[src/rtl/sdram_mask_pkg.sv]
package sdram_mask_pkg;

  // lowest bit index of a byte lane within the data word
  function automatic int unsigned lane_base(int unsigned lane, int unsigned lane_w);
    return lane * lane_w;
  endfunction

  // a lane is active when its beat is valid and its mask is clear
  function automatic logic lane_active(logic beat, logic blocked, logic mask);
    return beat & ~blocked & ~mask;
  endfunction

endpackage

[src/rtl/sdram_rd_mask_delay.sv]
module sdram_rd_mask_delay #(
  parameter int unsigned LANES  = 2,
  parameter int unsigned RD_LAT = 2
) (
  input  logic             clk,
  input  logic             rst_n,
  input  logic [LANES-1:0] mask_i,
  input  logic             clear_i,
  output logic [LANES-1:0] mask_late_o
);

  logic [LANES-1:0] stage_q [RD_LAT];

  generate
    for (genvar s = 0; s < RD_LAT; s++) begin : g_stage
      logic [LANES-1:0] stage_d;
      if (s == 0) begin : g_head
        assign stage_d = mask_i;
      end else begin : g_body
        assign stage_d = stage_q[s-1];
      end
      always_ff @(posedge clk or negedge rst_n) begin
        if (!rst_n)       stage_q[s] <= '0;
        else if (clear_i) stage_q[s] <= '0;
        else              stage_q[s] <= stage_d;
      end
    end
  endgenerate

  assign mask_late_o = stage_q[RD_LAT-1];


  clear_empties_chk: assert property (@(posedge clk) disable iff (!rst_n)
    clear_i |=> (mask_late_o == '0));

endmodule

[src/rtl/sdram_lane_gate.sv]
module sdram_lane_gate #(
  parameter int unsigned LANES  = 2,
  parameter int unsigned LANE_W = 8,
  localparam int unsigned DW    = LANES * LANE_W
) (
  input  logic [LANES-1:0] en_i,
  input  logic [DW-1:0]    data_i,
  output logic [DW-1:0]    data_o
);
  import sdram_mask_pkg::*;

  generate
    for (genvar l = 0; l < LANES; l++) begin : g_lane
      localparam int unsigned LO = lane_base(l, LANE_W);
      assign data_o[LO +: LANE_W] = en_i[l] ? data_i[LO +: LANE_W] : '0;
    end
  endgenerate

endmodule

[src/rtl/sdram_lane_mask.sv]
module sdram_lane_mask #(
  parameter int unsigned LANES  = 2,
  parameter int unsigned LANE_W = 8,
  parameter int unsigned RD_LAT = 2,
  localparam int unsigned DW    = LANES * LANE_W
) (
  input  logic             clk,
  input  logic             rst_n,
  input  logic [LANES-1:0] lane_mask_i,
  input  logic             rd_beat_i,
  input  logic             rd_abort_i,
  input  logic             wr_beat_i,
  input  logic [DW-1:0]    rd_data_i,
  input  logic [DW-1:0]    wr_data_i,
  output logic [DW-1:0]    pin_data_o,
  output logic [LANES-1:0] pin_oe_o,
  output logic [LANES-1:0] wr_strobe_o,
  output logic [DW-1:0]    wr_data_o
);
  import sdram_mask_pkg::*;

  logic [LANES-1:0] rd_mask_late;
  logic [LANES-1:0] rd_lane_en;
  logic [LANES-1:0] wr_lane_en;
  logic             idle_cycle;

  sdram_rd_mask_delay #(.LANES(LANES), .RD_LAT(RD_LAT)) rd_dly_i (
    .clk         (clk),
    .rst_n       (rst_n),
    .mask_i      (lane_mask_i),
    .clear_i     (rd_abort_i),
    .mask_late_o (rd_mask_late)
  );

  generate
    for (genvar l = 0; l < LANES; l++) begin : g_en
      assign rd_lane_en[l] = lane_active(rd_beat_i, wr_beat_i, rd_mask_late[l]);
      assign wr_lane_en[l] = lane_active(wr_beat_i, 1'b0, lane_mask_i[l]);
    end
  endgenerate

  sdram_lane_gate #(.LANES(LANES), .LANE_W(LANE_W)) rd_gate_i (
    .en_i   (rd_lane_en),
    .data_i (rd_data_i),
    .data_o (pin_data_o)
  );

  sdram_lane_gate #(.LANES(LANES), .LANE_W(LANE_W)) wr_gate_i (
    .en_i   (wr_lane_en),
    .data_i (wr_data_i),
    .data_o (wr_data_o)
  );

  assign pin_oe_o    = rd_lane_en;
  assign wr_strobe_o = wr_lane_en;
  assign idle_cycle  = ~rd_beat_i & ~wr_beat_i;


  no_turnaround_clash_chk: assert property (@(posedge clk) disable iff (!rst_n)
    !((|pin_oe_o) && (|wr_strobe_o)));


  idle_quiet_chk: assert property (@(posedge clk) disable iff (!rst_n)
    idle_cycle |-> (pin_oe_o == '0 && wr_strobe_o == '0 && pin_data_o == '0 && wr_data_o == '0));


  rd_end_release_chk: assert property (@(posedge clk) disable iff (!rst_n)
    !rd_beat_i |-> (pin_oe_o == '0));


  rd_lane_silent_chk: assert property (@(posedge clk) disable iff (!rst_n)
    (pin_oe_o == '0) |-> (pin_data_o == '0));


  wr_lane_held_chk: assert property (@(posedge clk) disable iff (!rst_n)
    (wr_strobe_o == '0) |-> (wr_data_o == '0));


  wr_mask_honoured_chk: assert property (@(posedge clk) disable iff (!rst_n)
    (wr_strobe_o & lane_mask_i) == '0);

endmodule

[config.mk]
export PLATFORM = sky130hd
export DESIGN_NAME = sdram_lane_mask
export DESIGN_NICKNAME = d
export VERILOG_FILES = /design/src/rtl/sdram_mask_pkg.sv /design/src/rtl/sdram_rd_mask_delay.sv /design/src/rtl/sdram_lane_gate.sv /design/src/rtl/sdram_lane_mask.sv
export SDC_FILE = /design/constraint.sdc
export NUM_CORES = 1
export LEC_CHECK = 0
export CORE_AREA = 2 2 39 41
export CTS_BUF_LIST = sky130_fd_sc_hd__clkbuf_2 sky130_fd_sc_hd__clkbuf_4 sky130_fd_sc_hd__clkbuf_8
export DETAILED_ROUTE_END_ITERATION = 6
export DIE_AREA = 0 0 41 43
export DONT_BUFFER_PORTS = 1
export GPL_TIMING_DRIVEN = 1
export PLACE_DENSITY_LB_ADDON = 0.2
export SYNTH_ARGS = -nofsm -noshare
export SYNTH_HDL_FRONTEND = slang
export SYNTH_SLANG_ARGS = --single-unit
[constraint.sdc]
create_clock -name clk -period 0.92 [get_ports clk]
set_input_delay 0.046 -clock clk [delete_from_list [all_inputs] [get_ports clk]]
set_output_delay 0.046 -clock clk [all_outputs]
set_load 0.02 [all_outputs]
==> summary.md <==
| Metric | Value |
|---|---|
| Worst path slowest cell | dfrtp_2 |
| GP Congestion | 0.6233 |
| Syn Inst Count | 48 |
| Final Max Tran Viols | 0 |
| Post-synth top flop | dfrtp_1 |
| GR Overflow Total | 0 |
| Core Util, Final | 0.4412 |
| Status | finished with violations |
| TNS Setup | -3.050 ns |
| Total CTS buffers | 3 |
| Vias/cell | 6.667 |
| Die Ht | around 43 um |
| Nets | 94 |
| Worst setup EP type | output port |
| Skew final | 0.001116 ns |
| Number of core rows | 14 |
| Final setup fails | 18 |
| Hold WC Path Type | in2async |
| Skew-Pair Late Insertion Delay | approximately 0.23 ns |
| CTS tree | done |
| Netlist cell types | 7 |
| Failing checks | negative setup slack |
| Drc violations | 0 |
| Yosys top cell by area | and4bb_2 |
| Slew margin rel. | 0.7200 |
| CP arrival | 1.06 ns |
| WS Path Type | reg2out |
| Clk pin slew, worst setup/hold paths | 0.04 ns |
| Synth async-reset ratio | 1.000 |
| Num Clock Sinks | 4 |
| Core area | 0.001384 mm2 |
| Most frequent cells after synthesis | 16 x and3b_1, 16 x and4bb_2, 6 x nor2b_1, 4 x dfrtp_1, 3 x clkbuf_2 |
| Total number of vias | 460 |
| GRT Util Overall | 0.1230 |
| VDD IR-drop max | 0.4547 mV |
| Initial Util | 0.3707 |
| YS warnings | 0 |
| CP startpoint kind | register |
| Post-synthesis instance area | 513.0 um2 |
| PortBufs | 0 |
| Setup slack after layout | -0.1841 ns |
| Sequential cell area fraction in the yosys report | 0.1951 |
| Hold Fails Final Rpt | 0 |
| Pwr dens | 1005 mW/mm2 |
| Switch share | 0.3159 |
| Setup WS pre-CTS | 0.02559 ns |
| Internal | 0.0004198 W |
| Highest Clock Rate | ~910 MHz |
| CTS HTree Levels | 1 |
| Share of cells above drive strength 1 | 0.4717 |
| Largest net degree at the start of global routing | 37 |
| Worst stage delay on the critical path | 0.44 ns |
| Iter 0 DRT Violations | 0 |
| Static Leak | 0.2854 nW |
| Clock Power Share | 0.354 |
| Wirelength, routed | approximately 1.3 mm |
| Die area | between 0.0015 and 0.002 mm2 |
| Seq pwr share | 0.313 |
| Share of the synthesized area in the top cell type | 0.3902 |
| Antenna violations before repair | 0 |
| Crit-path cells | and4bb_2 |
| P_sw | about 0.00019 W |
| Root Buffer | clkbuf_4 |
| Area growth, synth to finish | 19.02% |
| Num ports | 75 |
| Critical Path RT | 0.87 ns |
| Net Count, Synth | 87 |
| Ranking of synthesized cells by area | and4bb_2 39%, and3b_1 27%, dfrtp_1 20% |
| Wire per inst | 18.77 um |
| EDFF count, synth | 0 |
| Routed Antenna Nets | 0 |
| MaxCap Viol Count | 0 |
| Number of global-route vias before repair | 378 |
| CP Max Fanout | 9 |
| Die X | 41 um |
| #FFs+latches synth | 4 |
| Crit path time final | between 1 and 1.5 ns |
| Syn Area/Cell | 10.69 um2 |
| Worst-Margin Slew | 0.4192 ns |
| Clock tree buffer depth | 2 |
| Post-CTS setup buffer count | 0 |
| Final period util | 1.200 |
| Combinational group share of total power | 0.333 |
| CP Buf/Inv Count | 0 |
| Unrepaired setup endpoints after global routing | yes |
| TritonRoute pass-1 iters | 1 |
| First-pass GRT wire length | 1.511 mm |
| Crit path max-delay family | flip-flops |
| N_diodes | 0 |
-- worst paths after layout --
kind	from	end	slack [ns]	depth (start not counted)
worst max-delay path	rd_dly_i.mask_late_o[1]$_DFF_PN0_	pin_data_o[11]	-0.18	1
worst min-delay path	rst_n	rd_dly_i.mask_late_o[0]$_DFF_PN0_	0.08	1
worst max register to register	rd_dly_i.g_stage[1].stage_d[0]$_DFF_PN0_	rd_dly_i.mask_late_o[0]$_DFF_PN0_	0.34	1
worst min register to register	rd_dly_i.g_stage[1].stage_d[1]$_DFF_PN0_	rd_dly_i.mask_late_o[1]$_DFF_PN0_	0.45	1
max in group asynchronous	rst_n	rd_dly_i.mask_late_o[1]$_DFF_PN0_	0.66	1
min in group clk	lane_mask_i[0]	wr_strobe_o[0]	0.17	1
-- placed cells by master, fill, tap and decap left out --
cell,instances
nor3b_2,2
and4bb_2,14
dfrtp_1,2
nor2b_1,6
dlygate4sd3_1,4
clkbuf_4,3
and3b_1,16
dfrtp_2,2
buf_4,2
and4bb_4,2
-- stage by stage --
stage	total power (W)	cells	area, um2	hold slack [ns]
after floorplan	0.0003786	48	523.0	-0.2496
after global placement	0.0003804	62	538.0	-0.2495
after detailed placement	0.0003793	62	538.0	-0.2495
after CTS	0.0006266	69	606.8	0.07672
after global routing	0.0006533	69	610.6	0.08230
final	0.0006136	69	610.6	0.08224
-- timing repair --
action / in CTS / in global routing
gates cloned: 0 / 0
setup endpoints to repair: 18 / 18
pin swaps: 16 / 0
hold endpoints to repair: 8 / 0
resized for setup: 3 / 1
hold buffers: 4 / 0
-- kinds of logic (layout without fill, tap and decap cells) --
family,Yosys count,count (layout),synth area share
AND/OR/NAND/NOR,40,40,0.7658
buffers and inverters,4,9,0.03901
flip-flops,4,4,0.1951
-- area by class of cell --
| type | instances | area (um2) |
|---|---|---|
| clock buffers | 3 | 22.52 |
| multi-input cells | 40 | 410.4 |
| flip-flops and latches | 4 | 102.6 |
| well taps | 16 | 20.02 |
| repair buffers | 6 | 55.05 |
| fillers | 126 | 773.2 |
-- flip-flops by register name, indices dropped and copies added, names as in the netlist --
signal and cells:
rd_dly_i.g_stage.stage_d 2, rd_dly_i.mask_late_o 2
-- layer usage --
layer	part of all wire	track usage	wire length, um
met3	0.16	0.05759	206
met5	0	0	0
met2	0.51	0.2344	665
met4	0	0.02000	0
met1	0.33	0.1075	423
-- power by group through the flow --
stage               combinational, W  clock (W)  sequential [W]
floorplan                   0.000187          0        0.000192
global placement            0.000187          0        0.000193
detailed placement          0.000185          0        0.000194
CTS                         0.000205   0.000229        0.000192
global route                0.000213   0.000247        0.000194
finish                      0.000204   0.000217        0.000192
(Power assumes the default switching activity.)
